==> src/rtl/cnt_pkg.sv <==
package cnt_pkg;
    localparam int SLICE_W = 4;

    typedef enum logic [1:0] {
        MODE_CLEAR = 2'd0,
        MODE_LOAD  = 2'd1,
        MODE_STEP  = 2'd2,
        MODE_KEEP  = 2'd3
    } mode_e;
endpackage

==> src/rtl/cnt_mode_sel.sv <==
// Picks the operating mode of one slice for the coming edge.
module cnt_mode_sel
    import cnt_pkg::*;
#(
    parameter bit SYNC_CLEAR = 1'b0
) (
    input  logic  clear_n,
    input  logic  load_n,
    input  logic  en_p,
    input  logic  en_t,
    output mode_e mode
);
    always_comb begin
        if (SYNC_CLEAR && !clear_n) begin
            mode = MODE_CLEAR;
        end else if (!load_n) begin
            mode = MODE_LOAD;
        end else if (en_p && en_t) begin
            mode = MODE_STEP;
        end else begin
            mode = MODE_KEEP;
        end
    end
endmodule

==> src/rtl/cnt_next.sv <==
// Next-state function of one slice for a given mode.
module cnt_next
    import cnt_pkg::*;
#(
    parameter int W = SLICE_W
) (
    input  mode_e        mode,
    input  logic [W-1:0] q,
    input  logic [W-1:0] d,
    output logic [W-1:0] q_nxt
);
    localparam logic [W-1:0] ONE = W'(1);

    always_comb begin
        unique case (mode)
            MODE_CLEAR: q_nxt = '0;
            MODE_LOAD:  q_nxt = d;
            MODE_STEP:  q_nxt = q + ONE;
            MODE_KEEP:  q_nxt = q;
            default:    q_nxt = q;
        endcase
    end
endmodule

==> src/rtl/cnt_slice.sv <==
// One presettable slice with a selectable reset style.
module cnt_slice
    import cnt_pkg::*;
#(
    parameter int W         = SLICE_W,
    parameter bit ASYNC_RST = 1'b1
) (
    input  logic         clk,
    input  logic         rst_n,
    input  logic         load_n,
    input  logic [W-1:0] d,
    input  logic         en_p,
    input  logic         en_t,
    output logic [W-1:0] q,
    output logic         tc
);
    mode_e        mode;
    logic [W-1:0] q_nxt;

    cnt_mode_sel #(.SYNC_CLEAR(!ASYNC_RST)) u_sel (
        .clear_n (rst_n),
        .load_n  (load_n),
        .en_p    (en_p),
        .en_t    (en_t),
        .mode    (mode)
    );

    cnt_next #(.W(W)) u_nxt (
        .mode  (mode),
        .q     (q),
        .d     (d),
        .q_nxt (q_nxt)
    );

    generate
        if (ASYNC_RST) begin : g_async
            always_ff @(posedge clk or negedge rst_n) begin
                if (!rst_n) begin
                    q <= '0;
                end else begin
                    q <= q_nxt;
                end
            end
        end else begin : g_sync
            always_ff @(posedge clk) begin
                q <= q_nxt;
            end
        end
    endgenerate

    assign tc = (&q) & en_t;
endmodule

==> src/rtl/cnt_cascade.sv <==
// Chains SLICES counter slices through the terminal-count ripple.
module cnt_cascade
    import cnt_pkg::*;
#(
    parameter int SLICES    = 4,
    parameter bit ASYNC_RST = 1'b1
) (
    input  logic                      clk,
    input  logic                      rst_n,
    input  logic                      load_n,
    input  logic [SLICES*SLICE_W-1:0] load_val,
    input  logic                      cnt_en_p,
    input  logic                      cnt_en_t,
    output logic [SLICES*SLICE_W-1:0] count,
    output logic                      carry_out
);
    localparam int CW = SLICES * SLICE_W;

    logic [SLICES:0] ripple;

    assign ripple[0] = cnt_en_t;

    generate
        for (genvar i = 0; i < SLICES; i++) begin : g_slice
            cnt_slice #(.W(SLICE_W), .ASYNC_RST(ASYNC_RST)) u_slice (
                .clk    (clk),
                .rst_n  (rst_n),
                .load_n (load_n),
                .d      (load_val[i*SLICE_W +: SLICE_W]),
                .en_p   (cnt_en_p),
                .en_t   (ripple[i]),
                .q      (count[i*SLICE_W +: SLICE_W]),
                .tc     (ripple[i+1])
            );
        end
    endgenerate

    assign carry_out = ripple[SLICES];
endmodule

==> config.mk <==
export PLATFORM = sky130hd
export DESIGN_NAME = cnt_cascade
export DESIGN_NICKNAME = d
export VERILOG_FILES = /design/src/rtl/cnt_pkg.sv /design/src/rtl/cnt_mode_sel.sv /design/src/rtl/cnt_next.sv /design/src/rtl/cnt_slice.sv /design/src/rtl/cnt_cascade.sv
export SDC_FILE = /design/constraint.sdc
export NUM_CORES = 1
export LEC_CHECK = 0
export CORE_MARGIN = 8
export CORE_UTILIZATION = 42
export CTS_CLUSTER_DIAMETER = 50
export CTS_CLUSTER_SIZE = 14
export DETAILED_ROUTE_END_ITERATION = 16
export PLACE_DENSITY = 0.78
export RECOVER_POWER = 25
export SYNTH_ARGS = -nofsm -noshare
export SYNTH_HDL_FRONTEND = slang
export SYNTH_SLANG_ARGS = --single-unit
==> constraint.sdc <==
create_clock -name clk -period 1.82 [get_ports clk]
set_clock_uncertainty 0.15 [all_clocks]
set_input_delay 0.182 -clock clk [delete_from_list [all_inputs] [get_ports clk]]
set_output_delay 0.182 -clock clk [all_outputs]
set_load 0.02 [all_outputs]
==> impl_metrics.xml, run 1 <==
<?xml version="1.0" encoding="UTF-8"?>
<metrics>
  <group name="final_layout">
    <metric name="largest_reg_flops" unit="">16</metric>
    <metric name="finalNonFillerCells" unit="">183</metric>
    <metric name="fillers" unit="">169</metric>
    <metric name="syn2layout_area_growth" unit="%">63.1</metric>
    <metric name="share_of_final_layout_standard_cells_stronger_than_drive_strength_1" unit="%">24.5</metric>
    <metric name="top_regs" unit="">g_slice.u_slice.q x16</metric>
    <metric name="antenna_cells_inserted" unit="">0</metric>
    <metric name="max_flop_register" unit="">g_slice.u_slice.q</metric>
    <metric name="nets" unit="">181</metric>
    <metric name="layout.cell_area.non_filler" unit="sq um">1560</metric>
  </group>
  <group name="drt">
    <metric name="final_antenna_violating_net_count" unit="">0</metric>
    <metric name="detailedRoute.firstIterationViolations" unit="">30</metric>
    <metric name="dr_total_vias" unit="">915</metric>
    <metric name="detail_route.wirelength" unit="mm">2.68</metric>
    <metric name="drtPass1Iterations" unit="">4</metric>
    <metric name="detail_route.wl_per_cell" unit="um">14.6</metric>
    <metric name="routed_via_density" unit="">5.00</metric>
    <metric name="drc" unit="">0</metric>
  </group>
  <group name="place">
    <metric name="detailed_place.area" unit="sq um">1510</metric>
    <metric name="hpwl_after_dpl" unit="mm">2.05</metric>
    <metric name="globalplace.congestion" unit="">0.842</metric>
    <metric name="port_buffers" unit="">37</metric>
    <metric name="dp.cells" unit="">179</metric>
  </group>
  <group name="clock_tree">
    <metric name="clk_root_buffer_cell" unit="">clkbuf_4</metric>
    <metric name="cts.clk_slew.worst_paths" unit="ps">100</metric>
    <metric name="cts_setup_buffers" unit="">0</metric>
    <metric name="cts-buffers-inserted" unit="">3</metric>
    <metric name="ctsHtreeMaxLevel" unit="">1</metric>
    <metric name="numClockSinks" unit="">16</metric>
    <metric name="tritoncts" unit="">yes</metric>
    <metric name="cts.hold.buffers_added" unit="">0</metric>
    <metric name="clk_latency" unit="ps">290</metric>
    <metric name="clock_path_buffers" unit="">2</metric>
  </group>
  <group name="outcome">
    <metric name="run_status" unit="">completed</metric>
  </group>
  <group name="critical_path">
    <metric name="end_kind" unit="">primary output</metric>
    <metric name="crit_path_max_fanout" unit="">3</metric>
    <metric name="setup.worst_path.class" unit="">reg2out</metric>
    <metric name="cp.required" unit="ps">1490</metric>
    <metric name="worst-endpoint-arrival" unit="ps">1450</metric>
    <metric name="setup.worst_path.start_class" unit="">flip-flop</metric>
  </group>
  <group name="synth">
    <metric name="synth_nets" unit="">122</metric>
    <metric name="yosysSeqAreaShare" unit="%">41.8</metric>
    <metric name="mapped_avg_cell_area" unit="sq um">9.88</metric>
    <metric name="dominantRegCellSynth" unit="">dfrtp_1</metric>
    <metric name="yosys_register_bits" unit="">16</metric>
    <metric name="synth_edf_count" unit="">0</metric>
    <metric name="ys_types" unit="">23</metric>
    <metric name="synth-warning-count" unit="">0</metric>
    <metric name="synth_cells" unit="">97</metric>
    <metric name="postSynth.asyncResetShare" unit="%">100</metric>
    <metric name="area_of_the_mapped_netlist" unit="sq um">958</metric>
  </group>
  <group name="global_routing">
    <metric name="gr-usage-all-layers" unit="%">13.2</metric>
    <metric name="grt_start_max_net_pins" unit="">33</metric>
    <metric name="number_of_antenna_violations_at_the_first_check_in_global_routing" unit="">0</metric>
    <metric name="grt_first_pass_wirelength" unit="mm">4.48</metric>
    <metric name="overflow" unit="">0</metric>
    <metric name="grt_pass1_vias" unit="">996</metric>
  </group>
  <group name="power">
    <metric name="clkPwrFrac" unit="%">22.7</metric>
    <metric name="total_leakage_power" unit="nW">0.601</metric>
    <metric name="ir_drop" unit="mV">0.582</metric>
    <metric name="internal_power" unit="W">0.000723</metric>
    <metric name="swShare" unit="%">32.3</metric>
    <metric name="power_frac_comb" unit="%">37.8</metric>
    <metric name="power_density" unit="nW/um^2">683</metric>
    <metric name="power.net_switching" unit="W">0.000344</metric>
    <metric name="share_seq_of_total_power" unit="%">39.5</metric>
  </group>
  <group name="timing">
    <metric name="final_period_minus_worst_setup_slack" unit="ps">1780</metric>
    <metric name="peak_clock_frequency_supported_by_timing" unit="MHz">561</metric>
    <metric name="max_slew.worst_pin.slew" unit="ps">910</metric>
    <metric name="final-hold-violation-count" unit="">0</metric>
    <metric name="pins_over_their_slew_limit" unit="">0</metric>
    <metric name="totalNegativeSetupSlack" unit="ps">0</metric>
    <metric name="setup_violations" unit="">0</metric>
    <metric name="slew-limit-headroom" unit="%">39.3</metric>
    <metric name="timing.final.crit_share" unit="%">98.0</metric>
  </group>
  <group name="floorplan">
    <metric name="die-height" unit="um">63.8</metric>
    <metric name="initial_utilization" unit="%">43.7</metric>
    <metric name="ioPinCount" unit="">38</metric>
    <metric name="num_rows" unit="">17</metric>
    <metric name="die_width" unit="um">63.8</metric>
    <metric name="design.die.area" unit="sq um">4070</metric>
    <metric name="coreArea" unit="sq um">2190</metric>
  </group>
  <group name="job">
    <metric name="cap_viol_max_count" unit="">0</metric>
  </group>
  <group name="min_path">
    <metric name="hp-class" unit="">in2reg</metric>
  </group>
</metrics>
layout by cell type, fill, tap and decap left out, drive strengths merged:
master | Yosys | routed
nand4 | 3 | 3
nand2 | 2 | 2
o21ai | 1 | 1
dfrtp | 16 | 16
ha | 4 | 4
or3 | 1 | 1
nor4 | 6 | 6
clkdlybuf4s50 | 0 | 34
xnor2 | 9 | 9
nand3 | 8 | 8
inv | 2 | 2
nor3 | 3 | 3
mux2i | 4 | 4
buf | 0 | 20
xor2 | 2 | 2
a21oi | 15 | 15
dlymetal6s2s | 0 | 1
a31oi | 1 | 1
clkbuf | 3 | 5
dlygate4sd3 | 0 | 1
nor2 | 17 | 17
synthesized netlist by cell type (all sizes together) (2+ instances only):
cell | number | area share (%)
xnor2 | 9 | 8.2
a21oi | 15 | 7.8
inv | 2 | 0.78
clkbuf | 3 | 1.2
nor2 | 17 | 6.7
ha | 4 | 5.2
nand2 | 2 | 1.0
nor4 | 6 | 8.1
dfrtp | 16 | 42
xor2 | 2 | 1.8
mux2i | 4 | 4.2
nor3 | 3 | 2.1
nand3 | 8 | 7.3
nand4 | 3 | 2.0
routing by layer:
metal	wire, um	vias up	GRT usage, %
met1	1080	418	15.3
met5	0	-	0
met2	1390	31	22.1
li1	-	462	-
met3	171	4	4.18
met4	38	0	5.85
critical path: stages (launching register included):
cell             delay, ps
dfrtp_1                410
buf_4                  150
clkdlybuf4s50_1        600
through the flow:
| stage | hold WS, ps | setup WS (ps) | power (W) | util, % |
|---|---|---|---|---|
| after floorplan | -264 | 34.5 | 0.000603 | - |
| after global placement | 375 | -176 | 0.000811 | 68.9 |
| after detailed placement | 374 | -163 | 0.000823 | 68.9 |
| after CTS | 62.1 | 29.7 | 0.00107 | 70.3 |
| after global routing | 293 | -18.1 | 0.00113 | 71.3 |
| final | 283 | 36.8 | 0.00107 | 71.3 |
repair_timing:
action | in CTS | in global routing
setup endpoints to repair | 1 | 3
pin swaps | 0 | 2
gates cloned | 0 | 0
gates resized for setup | 5 | 7
final cells by class:
class	count	area, sq um	share of cell area [%]
clock buffer	4	36.3	2.32
inverter	2	7.51	0.480
multi-input combinational	76	563	36.0
sequential	16	400	25.6
tap	28	35.0	2.24
timing repair buffer	57	520	33.3
worst paths after layout:
path,startpoint,endpoint,slack (ps),cells past startpoint
min,load_val[7],g_slice[1].u_slice.q[3]$_DFFE_PN0P_,280,3
max,g_slice[1].u_slice.q[0]$_DFFE_PN0P_,count[4],40,2
min reg2reg,g_slice[3].u_slice.q[3]$_DFFE_PN0P_,g_slice[3].u_slice.q[3]$_DFFE_PN0P_,450,2
max reg2reg,g_slice[1].u_slice.q[0]$_DFFE_PN0P_,g_slice[3].u_slice.q[1]$_DFFE_PN0P_,90,6
max in group asynchronous,rst_n,g_slice[0].u_slice.q[3]$_DFFE_PN0P_,590,2
min in group asynchronous,rst_n,g_slice[3].u_slice.q[2]$_DFFE_PN0P_,380,2
power groups by stage:
stage	Combinational, W	Clock [W]	Sequential, W
finish	0.000403	0.000242	0.000421
global route	0.000438	0.000262	0.000426
CTS	0.000400	0.000250	0.000418
detailed placement	0.000397	0	0.000425
global placement	0.000388	0	0.000423
floorplan	0.000120	0	0.000483
kinds of logic after synthesis:
family                     Yosys count  share of synthesized area [%]
muxes                                4                           4.18
adders and majority gates            4                           5.22
and+or+nand+nor                     40                           27.8
xor gates and xnor gates            11                           10.1
buffers and inverters                5                           1.96
DFF                                 16                           41.8
AOI/OAI and AO/OA                   17                           9.01
(Power assumes the default switching activity.)
==> run 2: changes to the inputs <==
--- a/config.mk
+++ b/config.mk
@@ -6,12 +6,13 @@
 export NUM_CORES = 1
 export LEC_CHECK = 0
 export CORE_MARGIN = 8
-export CORE_UTILIZATION = 42
+export CORE_UTILIZATION = 44
 export CTS_CLUSTER_DIAMETER = 50
 export CTS_CLUSTER_SIZE = 14
 export DETAILED_ROUTE_END_ITERATION = 16
-export PLACE_DENSITY = 0.78
+export PLACE_DENSITY = 0.79
 export RECOVER_POWER = 25
 export SYNTH_ARGS = -nofsm -noshare
 export SYNTH_HDL_FRONTEND = slang
+export SYNTH_HIERARCHICAL = 1
 export SYNTH_SLANG_ARGS = --single-unit
==> impl_metrics.xml, run 2 <==
<?xml version="1.0" encoding="UTF-8"?>
<metrics>
  <group name="clock_tree">
    <metric name="tritoncts" unit="">yes</metric>
    <metric name="cts.clk_slew.worst_paths" unit="ps">100</metric>
    <metric name="clock_path_buffers" unit="">2</metric>
    <metric name="numClockSinks" unit="">16</metric>
    <metric name="cts.hold.buffers_added" unit="">0</metric>
    <metric name="clk_latency" unit="ps">290</metric>
    <metric name="ctsHtreeMaxLevel" unit="">1</metric>
    <metric name="clk_root_buffer_cell" unit="">clkbuf_4</metric>
    <metric name="cts-buffers-inserted" unit="">3</metric>
  </group>
  <group name="place">
    <metric name="port_buffers" unit="">37</metric>
    <metric name="hpwl_after_dpl" unit="mm">2.25</metric>
    <metric name="pre_cts_slack" unit="ps">-575</metric>
    <metric name="globalplace.congestion" unit="">0.779</metric>
  </group>
  <group name="final_layout">
    <metric name="share_of_final_layout_standard_cells_stronger_than_drive_strength_1" unit="%">27.6</metric>
    <metric name="top_regs" unit="">g_slice.u_slice/q x16</metric>
    <metric name="max_flop_register" unit="">g_slice.u_slice/q</metric>
    <metric name="antenna_cells_inserted" unit="">0</metric>
    <metric name="register_area" unit="sq um">405</metric>
    <metric name="area_used_by_multi_input_combinational_logic" unit="sq um">694</metric>
    <metric name="fillers" unit="">151</metric>
    <metric name="top_library_cells_by_usage_in_the_layout_fill_and_taps_aside" unit="">clkdlybuf4s50_1 (35), buf_4 (23), nand2_1 (16)</metric>
    <metric name="syn2layout_area_growth" unit="%">67.5</metric>
    <metric name="final_common_cell" unit="">clkdlybuf4s50_1</metric>
    <metric name="largest_reg_flops" unit="">16</metric>
    <metric name="nets" unit="">200</metric>
  </group>
  <group name="outcome">
    <metric name="run_status" unit="">finished with violations</metric>
    <metric name="violations" unit="">setup timing</metric>
  </group>
  <group name="critical_path">
    <metric name="crit_path_max_fanout" unit="">2</metric>
    <metric name="setup.worst_path.class" unit="">in2out</metric>
    <metric name="cp.required" unit="ps">1490</metric>
    <metric name="worst-endpoint-arrival" unit="ps">1690</metric>
    <metric name="r2r_cells" unit="">10</metric>
    <metric name="end_kind" unit="">primary output</metric>
    <metric name="setup.worst_path.start_class" unit="">primary input</metric>
    <metric name="rr_startpoint" unit="">g_slice[0].u_slice/q[0]$_DFF_PN0_</metric>
    <metric name="r2r_setup_slack" unit="ps">-50</metric>
    <metric name="crit_start" unit="">cnt_en_t</metric>
    <metric name="r2r-end" unit="">g_slice[3].u_slice/q[3]$_DFF_PN0_</metric>
    <metric name="worst_setup_ep" unit="">carry_out</metric>
  </group>
  <group name="drt">
    <metric name="detail_route.wirelength" unit="mm">3.12</metric>
    <metric name="final_antenna_violating_net_count" unit="">0</metric>
    <metric name="routed_via_density" unit="">5.41</metric>
    <metric name="dr_total_vias" unit="">1093</metric>
    <metric name="detailedRoute.firstIterationViolations" unit="">41</metric>
    <metric name="drc" unit="">0</metric>
    <metric name="drtPass1Iterations" unit="">4</metric>
    <metric name="detail_route.wl_per_cell" unit="um">15.4</metric>
  </group>
  <group name="synth">
    <metric name="synth_nets" unit="">137</metric>
    <metric name="yosysSeqAreaShare" unit="%">38.6</metric>
    <metric name="synth_cells" unit="">112</metric>
    <metric name="yosys_register_bits" unit="">16</metric>
    <metric name="synth-warning-count" unit="">6</metric>
    <metric name="dominantRegCellSynth" unit="">dfrtp_1</metric>
    <metric name="ys_types" unit="">15</metric>
    <metric name="synth_edf_count" unit="">0</metric>
    <metric name="area_of_the_mapped_netlist" unit="sq um">1040</metric>
    <metric name="postSynth.asyncResetShare" unit="%">100</metric>
    <metric name="mapped_avg_cell_area" unit="sq um">9.25</metric>
    <metric name="post_synth_most_frequent_cells" unit="">dfrtp_1 (16), nand2_1 (16), mux2_1 (12), nand3_1 (12), o21ai_1 (12)</metric>
    <metric name="synth_top_area_cell" unit="">dfrtp_1</metric>
    <metric name="synth_area_leaders" unit="">dfrtp_1 (39%), mux2_1 (13%), nand3_1 (5.8%), o21ai_1 (5.8%), nand2_1 (5.8%)</metric>
    <metric name="netlist.area_leader.share" unit="%">38.6</metric>
  </group>
  <group name="timing">
    <metric name="final_period_minus_worst_setup_slack" unit="ps">2020</metric>
    <metric name="pins_over_their_slew_limit" unit="">0</metric>
    <metric name="grt_setup_unrepaired" unit="">true</metric>
    <metric name="final-hold-violation-count" unit="">0</metric>
    <metric name="max_slew.worst_pin.slew" unit="ps">895</metric>
    <metric name="fin_hold_ws" unit="ps">366</metric>
    <metric name="peak_clock_frequency_supported_by_timing" unit="MHz">494</metric>
    <metric name="post-route-worst-setup-slack" unit="ps">-202</metric>
    <metric name="slew-limit-headroom" unit="%">40.4</metric>
    <metric name="setup_violations" unit="">5</metric>
    <metric name="timing.final.crit_share" unit="%">111</metric>
    <metric name="totalNegativeSetupSlack" unit="ps">-401</metric>
  </group>
  <group name="global_routing">
    <metric name="overflow" unit="">0</metric>
    <metric name="grt_first_pass_wirelength" unit="mm">4.93</metric>
    <metric name="grt_start_max_net_pins" unit="">17</metric>
    <metric name="number_of_antenna_violations_at_the_first_check_in_global_routing" unit="">0</metric>
    <metric name="gr-usage-all-layers" unit="%">14.4</metric>
    <metric name="grt_pass1_vias" unit="">1094</metric>
  </group>
  <group name="power">
    <metric name="total_leakage_power" unit="nW">0.770</metric>
    <metric name="total_power" unit="W">0.00113</metric>
    <metric name="power_density" unit="nW/um^2">650</metric>
    <metric name="ir_drop" unit="mV">0.472</metric>
  </group>
  <group name="floorplan">
    <metric name="die_width" unit="um">64.5</metric>
    <metric name="initial_utilization" unit="%">46.8</metric>
    <metric name="ioPinCount" unit="">38</metric>
    <metric name="coreArea" unit="sq um">2210</metric>
    <metric name="num_rows" unit="">17</metric>
    <metric name="die-height" unit="um">64.5</metric>
    <metric name="design.die.area" unit="sq um">4160</metric>
  </group>
  <group name="min_path">
    <metric name="hp-class" unit="">in2async</metric>
  </group>
  <group name="job">
    <metric name="cap_viol_max_count" unit="">0</metric>
  </group>
</metrics>
[run 2: cells by family after synthesis]
family                   share of synthesized area (%)
AO/OA/AOI/OAI                                     12.6
buffers and inverters                             4.35
multiplexers                                      16.9
adder cells (fa/ha/maj)                           4.83
flip-flops                                        38.6
AND/OR/NAND/NOR                                   22.7
[run 2: worst max-delay path, cell delays in order]
cell             delay, ps
clkdlybuf4s50_1        500
nand3_2                100
nor2_4                 120
nand3_2                 70
nor2_2                 140
nand3_1                 90
nor2_2                 130
nand3_1                 70
nor2_1                 130
buf_4                  160
[run 2: final cells by class]
cell class                      instances  share of cell area (%)
Multi-Input combinational cell         88                    40.0
Timing Repair Buffer                   62                    32.2
Sequential cell                        16                    23.4
Tap cell                               28                    2.02
Clock buffer                            4                    1.51
Inverter                                4                   0.865
[run 2: power by group]
| group | internal [W] | switching [W] |
|---|---|---|
| clock | 0.0000851 | 0.000113 |
| combinational | 0.000254 | 0.000230 |
| sequential | 0.000404 | 0.0000407 |
[run 2: per-stage QoR]
step                cell area (sq um)  std cells  util [%]
floorplan                        1050        112         -
global placement                 1600        196      72.4
detailed placement               1600        196      72.4
CTS                              1670        201      75.3
global route                     1740        202      78.5
finish                           1740        202      78.5
[run 2: what timing repair did]
action | 4_1_cts | 5_1_grt
setup endpoints to repair | 5 | 9
gates resized for setup | 11 | 13
buffers inserted | 1 | 1
pin swaps | 2 | 7
[run 2: how the worst min path moves through the flow]
stage / end / depth (start not counted) / slack, ps
2_1_floorplan: g_slice[0].u_slice/q[0]$_DFF_PN0_ / 0 / -260
3_3_place_gp: g_slice[3].u_slice/q[3]$_DFF_PN0_ / 1 / 370
3_5_place_dp: g_slice[3].u_slice/q[2]$_DFF_PN0_ / 2 / 380
4_1_cts: g_slice[0].u_slice/q[2]$_DFF_PN0_ / 2 / 60
5_1_grt: g_slice[3].u_slice/q[2]$_DFF_PN0_ / 2 / 430
6_report: g_slice[0].u_slice/q[2]$_DFF_PN0_ / 2 / 370
[run 2: per-layer routing]
layer  wire [um]  vias to the layer above  global-route usage (%)
met3         233                        8                    3.61
li1            -                      524                       -
met4          67                        0                    5.72
met2        1510                       45                    25.0
met1        1310                      516                    16.5
met5           0                        -                       0
